### src/rtl/epc_pkg.sv
package epc_pkg;

  localparam int KEY_W = 4;

  localparam logic [KEY_W-1:0] KEY_IDLE    = 4'h0;
  localparam logic [KEY_W-1:0] KEY_RELEASE = 4'h5;
  localparam logic [KEY_W-1:0] KEY_FORCE   = 4'hA;

  typedef enum logic [1:0] {
    MODE_NORMAL  = 2'd0,
    MODE_RELEASE = 2'd1,
    MODE_FORCE   = 2'd2
  } key_mode_e;

  // Every value that is neither release nor force behaves as idle.
  function automatic key_mode_e key_mode(input logic [KEY_W-1:0] k);
    case (k)
      KEY_RELEASE: return MODE_RELEASE;
      KEY_FORCE:   return MODE_FORCE;
      default:     return MODE_NORMAL;
    endcase
  endfunction

endpackage

### src/rtl/epc_key_reg.sv
module epc_key_reg
  import epc_pkg::*;
(
  input  logic             clk,
  input  logic             rst_n,
  input  logic             key_wr,
  input  logic [KEY_W-1:0] wr_key,
  input  logic             err_evt,
  input  logic             release_evt,
  output logic [KEY_W-1:0] key_q,
  output key_mode_e        mode
);

  logic cancel_req;

  assign mode       = key_mode(key_q);
  assign cancel_req = err_evt && (mode == MODE_RELEASE);

  always_ff @(posedge clk or negedge rst_n) begin
    if (!rst_n)           key_q <= KEY_IDLE;
    else if (key_wr)      key_q <= wr_key;
    else if (release_evt) key_q <= KEY_IDLE;
    else if (cancel_req)  key_q <= KEY_IDLE;
  end

  assert_autoclear_R6: assert property (@(posedge clk) disable iff (!rst_n)
    release_evt |=> key_q == KEY_IDLE);

  assert_key_hold_R10: assert property (@(posedge clk) disable iff (!rst_n)
    (!key_wr && !release_evt && !err_evt) |=> $stable(key_q));

endmodule

### src/rtl/epc_lowtime_cnt.sv
module epc_lowtime_cnt #(
  parameter int CNT_W = 16
) (
  input  logic             clk,
  input  logic             rst_n,
  input  logic             reload,
  input  logic             run,
  input  logic [CNT_W-1:0] preload,
  output logic [CNT_W-1:0] cnt_q,
  output logic             cnt_zero
);

  localparam logic [CNT_W-1:0] ONE = CNT_W'(1);

  function automatic logic [CNT_W-1:0] cnt_next(
    input logic [CNT_W-1:0] cur,
    input logic             ld,
    input logic             go,
    input logic [CNT_W-1:0] pre
  );
    if (ld)                          return pre;
    else if (go && cur != '0)        return cur - ONE;
    else                             return cur;
  endfunction

  assign cnt_zero = (cnt_q == '0);

  always_ff @(posedge clk or negedge rst_n) begin
    if (!rst_n) cnt_q <= '0;
    else        cnt_q <= cnt_next(cnt_q, reload, run, preload);
  end

  assert_reload_R2: assert property (@(posedge clk) disable iff (!rst_n)
    reload |=> cnt_q == $past(preload));

  assert_step_R3: assert property (@(posedge clk) disable iff (!rst_n)
    (!reload && run && !cnt_zero) |=> cnt_q == $past(cnt_q) - ONE);

  assert_no_underflow_R3: assert property (@(posedge clk) disable iff (!rst_n)
    (!reload && cnt_zero) |=> cnt_zero);

endmodule

### src/rtl/epc_pin_ctrl.sv
module epc_pin_ctrl
  import epc_pkg::*;
(
  input  logic      clk,
  input  logic      rst_n,
  input  logic      err_evt,
  input  key_mode_e mode,
  input  key_mode_e wr_mode,
  input  logic      key_wr,
  input  logic      cnt_zero,
  output logic      pin_low,
  output logic      reload_evt,
  output logic      release_evt
);

  logic drive_low;
  logic neutral_wr;

  assign drive_low   = err_evt || (mode == MODE_FORCE);
  assign neutral_wr  = pin_low && key_wr && (wr_mode == MODE_NORMAL);
  assign reload_evt  = drive_low || neutral_wr;
  assign release_evt = pin_low && cnt_zero && (mode == MODE_RELEASE)
                       && !err_evt && !key_wr;

  always_ff @(posedge clk or negedge rst_n) begin
    if (!rst_n)           pin_low <= 1'b0;
    else if (drive_low)   pin_low <= 1'b1;
    else if (release_evt) pin_low <= 1'b0;
  end

  assert_event_low_R2: assert property (@(posedge clk) disable iff (!rst_n)
    err_evt |=> pin_low);

  assert_force_low_R7: assert property (@(posedge clk) disable iff (!rst_n)
    (mode == MODE_FORCE) |=> pin_low);

  assert_release_high_R4: assert property (@(posedge clk) disable iff (!rst_n)
    release_evt |=> !pin_low);

  assert_rise_only_key5_R8: assert property (@(posedge clk) disable iff (!rst_n)
    $fell(pin_low) |-> ($past(mode) == MODE_RELEASE) && $past(cnt_zero));

endmodule

### src/rtl/epc_error_pin.sv
module epc_error_pin
  import epc_pkg::*;
#(
  parameter int CNT_W  = 16,
  parameter int DATA_W = 32,
  parameter int ADDR_W = 2
) (
  input  logic              clk,
  input  logic              rst_n,
  input  logic              err_evt,
  input  logic [CNT_W-1:0]  preload,
  input  logic              wr_en,
  input  logic [ADDR_W-1:0] wr_addr,
  input  logic [KEY_W-1:0]  wr_data,
  input  logic [ADDR_W-1:0] rd_addr,
  output logic [DATA_W-1:0] rd_data,
  output logic              err_pin_n
);

  localparam logic [ADDR_W-1:0] ADDR_KEY    = ADDR_W'(0);
  localparam logic [ADDR_W-1:0] ADDR_STATUS = ADDR_W'(1);
  localparam logic [ADDR_W-1:0] ADDR_COUNT  = ADDR_W'(2);

  logic             key_wr;
  key_mode_e        wr_mode;
  logic [KEY_W-1:0] key_q;
  key_mode_e        mode;
  logic             pin_low;
  logic             reload_evt;
  logic             release_evt;
  logic [CNT_W-1:0] cnt_q;
  logic             cnt_zero;

  assign key_wr  = wr_en && (wr_addr == ADDR_KEY);
  assign wr_mode = key_mode(wr_data);

  epc_key_reg i_key (
    .clk, .rst_n, .key_wr, .wr_key(wr_data), .err_evt,
    .release_evt, .key_q, .mode
  );

  epc_pin_ctrl i_pin (
    .clk, .rst_n, .err_evt, .mode, .wr_mode, .key_wr, .cnt_zero,
    .pin_low, .reload_evt, .release_evt
  );

  epc_lowtime_cnt #(.CNT_W(CNT_W)) i_cnt (
    .clk, .rst_n, .reload(reload_evt), .run(pin_low), .preload,
    .cnt_q, .cnt_zero
  );

  assign err_pin_n = !pin_low;

  always_comb begin
    case (rd_addr)
      ADDR_KEY:    rd_data = DATA_W'(key_q);
      ADDR_STATUS: rd_data = DATA_W'(err_pin_n);
      ADDR_COUNT:  rd_data = DATA_W'(cnt_q);
      default:     rd_data = '0;
    endcase
  end

  assert_min_low_R3: assert property (@(posedge clk) disable iff (!rst_n)
    (pin_low && !cnt_zero) |=> pin_low);

  assert_no_rise_without_key_R9: assert property (@(posedge clk) disable iff (!rst_n)
    (pin_low && mode != MODE_RELEASE) |=> pin_low);

endmodule

### config.mk
export PLATFORM = sky130hd
export DESIGN_NAME = epc_error_pin
export DESIGN_NICKNAME = d
export VERILOG_FILES = /design/src/rtl/epc_pkg.sv /design/src/rtl/epc_key_reg.sv /design/src/rtl/epc_lowtime_cnt.sv /design/src/rtl/epc_pin_ctrl.sv /design/src/rtl/epc_error_pin.sv
export SDC_FILE = /design/constraint.sdc
export NUM_CORES = 1
export LEC_CHECK = 0
export ABC_AREA = 0
export BUFFER_PORTS_ARGS = -buffer_cell sky130_fd_sc_hd__buf_4
export CORE_ASPECT_RATIO = 1.25
export CORE_MARGIN = 2
export CORE_UTILIZATION = 35
export CTS_CLUSTER_DIAMETER = 150
export DETAILED_ROUTE_END_ITERATION = 10
export PLACE_DENSITY = 0.61
export SLEW_MARGIN = 20
export SYNTH_ARGS = -nofsm -noshare
export SYNTH_HDL_FRONTEND = slang
export SYNTH_SLANG_ARGS = --single-unit
### constraint.sdc
create_clock -name clk -period 2.94 [get_ports clk]
set_input_delay 0.294 -clock clk [delete_from_list [all_inputs] [get_ports clk]]
set_output_delay 0.294 -clock clk [all_outputs]
set_load 0.01 [all_outputs]
# After elaboration in Yosys (flattened, before gate mapping)
# Index checks and enable logic that the tools add are counted.
classes:
  n_addsub: 1
  bitwise_logic: 0
  n_lt_le_gt_ge: 0
  eq_ne: 8
  n_reduce_logical: 22
  muxes: 10
  multipliers: 0
  n_div: 0
  shifts: 0
op_table:
  columns: ["cell", "n"]
  rows:
  - ["16-bit one-hot mux with 3 select lines", 1]
  - ["16-bit two-way mux", 2]
  - ["16-bit logical NOT", 1]
  - ["16-bit nonzero test", 1]
  - ["16-bit by 1-bit subtractor with 16-bit output, second input constant", 1]
  - ["4-bit two-way mux", 3]
  - ["1-bit logical AND", 9]
  - ["4-bit by 3-bit == test with 1-bit output, second input constant", 2]
  - ["4-bit == test, second input constant", 2]
  - ["2-bit one-hot mux with 2 select lines", 2]
  - ["2-bit logical NOT", 3]
  - ["2-bit by 1-bit == test with 1-bit output, second input constant", 2]
  - ["2-bit == test, second input constant", 2]
  - ["2-bit nonzero test", 2]
  - ["1-bit logical NOT", 3]
  - ["3-bit nonzero test", 1]
  - ["1-bit logical OR", 2]
  - ["1-bit two-way mux", 2]
totals:
  regBits: 21
  word_cells: 44
  latch_bits: 0
  memories: 0
  ram_bits: 0
  rom_bits: 0

# Logic depth before layout (Yosys ltp)
logic_depth:
  depth_word: 8
  ltp_mapped: 8
  mapped_depth_nobuf: 6

# Cells and area by module
# Synthesis repeated with hierarchy kept, for this count alone.
hier_totals:
  cells_unflattened: 197
  hier_area_um2: 1669.1
by_module_without_submodules:
  columns: ["module", "cells_each", "area_each_um2", "instances"]
  rows:
  - ["epc_lowtime_cnt", 124, 1063.5, 1]
  - ["epc_error_pin", 45, 330.3, 1]
  - ["epc_key_reg", 20, 197.7, 1]
  - ["epc_pin_ctrl", 8, 77.6, 1]

# Worst setup path after synthesis
# OpenSTA, ideal clock, no wires.
synth_path:
  path_kind: "flip-flop to flip-flop"
  startpoint: "register i_cnt.cnt_q[0]"
  endpoint: "register i_pin.pin_low"
  path_buffers: 1
  arrival_time_ns: 2.011
  required_time_ns: 2.815
  setup_slack_ns: 0.804
  setup_ns: 0.125
  stages_incl_launch_ff: 8
  period_less_slack_ns: 2.136
  path_cell_list: "dfrtp_1 -> inv_1 -> ha_1 -> or4b_1 -> clkbuf_4 -> or4_1 -> nor4_1 -> o21ai_1"
synth_via:
  elab_chain_cells: 6
synth_rtl:
  columns: ["element", "line", "source"]
  rows:
  - ["start, declared", "epc_lowtime_cnt.sv:9", "output logic [CNT_W-1:0] cnt_q,"]
  - ["start signal, assigned", "epc_lowtime_cnt.sv:30", "else cnt_q <= cnt_next(cnt_q, reload, run, preload);"]
  - ["16-bit logical NOT", "epc_lowtime_cnt.sv:26", "assign cnt_zero = (cnt_q == '0);"]
  - ["1-bit logical AND (2 in series)", "epc_pin_ctrl.sv:22", "assign release_evt = pin_low && cnt_zero && (mode == MODE_RELEASE)"]
  - ["1-bit logical AND (2 in series)", "epc_pin_ctrl.sv:23", "&& !err_evt && !key_wr;"]
  - ["2-bit nonzero test (no line)", null, null]
  - ["end signal, assigned", "epc_pin_ctrl.sv:26", "if (!rst_n) pin_low <= 1'b0;"]
  - ["end signal, assigned", "epc_pin_ctrl.sv:27", "else if (drive_low) pin_low <= 1'b1;"]
  - ["end signal, assigned", "epc_pin_ctrl.sv:28", "else if (release_evt) pin_low <= 1'b0;"]
  - ["end, declared", "epc_pin_ctrl.sv:11", "output logic pin_low,"]
# No other way between the ends.
# A chain may end at the register's enable or synchronous reset.

# Final worst setup path
# Ends and elaborated chain as after synthesis.

==> impl_metrics.toml <==
[final_layout]
finalInstanceArea_sq_um = 1940
fin_cells = 272
multi_input_area_sq_um = 923
fin_util_pct = 43.5
regArea_sq_um = 526
syn_to_final_growth_pct = 18.7
n_fill_cell = 489
antennaDiodeCount = 0
fin_nets = 245
drive_gt1_share_pct = 29.0

[floorplanning]
ios = 61
die_w_um = 65.1
fp.dieH_um = 80.4
initial_utilization_pct = 36.7
row_count = 27
die_area_sq_um = 5240
core-area_sq_um = 4460

[clock_tree]
cts-root-buf = "clkbuf_8"
clock_sinks = 21
cts-buffers-inserted = 3
cts_tree = "done"
clock_latency_ns = 0.26
cts_resized = 0
cts_buffer_depth = 2
clk_pin_slew_ns = 0.08
h-tree-depth = 1

[worst_setup_path]
r2r-start = "i_cnt.cnt_q[0]"
r2r_end = "i_pin.pin_low"
cp_data_required_time_ns = 3.04
start_kind = "register"
crit_end = "i_pin.pin_low"
criticalPathCategory = "register to register"
endpoint_kind = "register"
crit_arrival_ns = 2.44
r2r_slack_ns = 0.60
worstSetupStartpoint = "i_cnt.cnt_q[0]"
reg2reg_depth = 6
worstPathMaxFanout = 6

[routing]
avgViaCountPerCell = 5.25
vias = 1429
wirelength_mm = 3.84
dr.pass1.iters = 4
drc = 0
ant_nets = 0
drtIter0Drc = 76
post_drt_wl_per_cell_um = 14.1

[yosys]
yosysTopAreaCell = "dfrtp_1"
netlist_area_sq_um = 1640
yosysMostFrequentCell = "dfrtp_1"
synthCells = 175
ys_types = 42
async_reset_ff_share_pct = 100
synth_edf_count = 0
synth_ff_type = "dfrtp_1"
yosysSeqAreaShare_pct = 32.1
synth_top_area_share_pct = 32.1
syn_area_per_cell_sq_um = 9.34
ys_ff_latch = 21
synth_common_cells = "21 x dfrtp_1, 18 x buf_4, 13 x a21oi_1, 13 x and2_1, 11 x a31oi_1"
synthTopCellsByArea = "dfrtp_1 32%, buf_4 8.3%, and2_1 5.0%, a31oi_1 4.2%, mux2_2 4.1%"
synth_warnings = 0

[timing]
hold_violations = 0
finalCritPeriodShare_pct = 79.6
period_minus_slack_ns = 2.34
finalSetupViolCount = 0
finClkSkew_ns = 0.00328
fmax_mhz = 427
tightest_slew_ns = 0.945
fin_setup_tns_ns = 0
rsz0062_at_grt = "no"
max-slew-margin-rel_pct = 36.8
maxSlewViolCount = 0

[global_routing]
grt_pass1_vias = 1300
top_usage_layer = "met2"
grt_pass1_wl_mm = 6.24
use_met3_pct = 2.66
grt_remaining_overflow = 0
grt_use_met1_pct = 20.2
use_met2_pct = 25.1
grt_max_degree = 22
antenna_found_initial = 0
grt.total_usage_pct = 15.2

[place]
port_buffers = 44
gp_congestion = 0.786
place_area_sq_um = 1890
dp_cells = 267
hpwl_mm = 2.81

[power]
vdd_drop_max_v = 0.000160
power_density_nw_per_um2 = 437
p_leak_nw = 0.816
finalPower_mw = 0.847

[hold_path]
hold_class = "input port to register"

[outcome]
status = "finished, final reports clean"

[run]
cap_viol_max_count = 0
## power breakdown
group	internal (mW)	switching [mW]
registers	0.338	0.0599
logic	0.130	0.127
clock network	0.0966	0.0960
## critical path, cell delays in order (launching register included)
cell and delay, ns:
dfrtp_1 0.42, inv_1 0.10, ha_1 0.15, or4b_1 0.55
or4_1 0.61, nor4_1 0.26, o21ai_1 0.09
## per-layer routing
metal,vias up,part of all wire (%),wire (um)
li1,706,-,-
met1,665,46,1750
met2,54,46,1780
met3,4,6.9,264
met4,0,1.1,41
met5,-,0,0
## layout by cell type (no fill, tap or decap), types with 2 or more instances in the layout
master    Yosys  final
inv_1         3      3
mux2_2        6      6
or3_1        10     10
nor3_1        4      4
o31ai_1       6      6
nor2_1        5      5
buf_4        18     47
or4bb_1       3      3
dfrtp_1      21     21
or4_1         6      6
a31oi_1      11     11
o41ai_1       4      4
nor4_1        3      3
clkbuf_8      4      3
a21oi_1      13     13
nand2_1       4      4
mux2i_1       6      6
ha_1          2      2
and2_1       13     13
o21ai_0       8      8
conb_1        1     16
## worst min-delay path by stage
stage | end | slack [ns] | start | cells after the start
floorplan | i_cnt.cnt_q[0] | -0.002 | rst_n | 0
global placement | i_cnt.cnt_q[12] | 0.20 | rst_n | 1
detailed placement | i_cnt.cnt_q[12] | 0.20 | rst_n | 1
CTS | i_cnt.cnt_q[10] | 0.26 | preload[10] | 2
global route | i_cnt.cnt_q[8] | 0.26 | preload[8] | 2
finish | i_cnt.cnt_q[10] | 0.26 | preload[10] | 2
## registers in the layout (all words and copies together) (netlist names)
| signal | flops |
|---|---|
| i_cnt.cnt_q | 16 |
| i_key.key_q | 4 |
| i_pin.pin_low | 1 |
## kinds of logic (layout without fill, tap and decap cells)
group | Yosys count | count (layout) | synth area share, %
flops | 21 | 21 | 32.1
fa+ha+maj | 2 | 2 | 1.53
simple gates | 59 | 59 | 23.9
xor+xnor | 1 | 1 | 0.536
mux | 12 | 12 | 7.80
compound gates | 48 | 48 | 19.1
buf+inv | 31 | 55 | 14.8
other cells | 1 | 16 | 0.229
## area by class of cell
cell class / count / share of cell area [%]
repair buffers: 48 / 18.7
flip-flops and latches: 21 / 27.1
clock buffers: 4 / 2.32
inverters: 3 / 0.580
well taps: 58 / 3.74
multi-input cells: 138 / 47.6
## per-stage QoR
stage	worst slack, ns	hold slack [ns]
floorplan	0.804	-0.00159
global placement	0.705	0.204
detailed placement	0.611	0.203
CTS	0.593	0.257
global route	0.500	0.257
finish	0.599	0.260
## what timing repair did
action,4_1_cts,5_1_grt
hold buffers,1,0
setup buffers,0,0
hold endpoints to repair,21,0
Power figures use the tool's default switching activity.
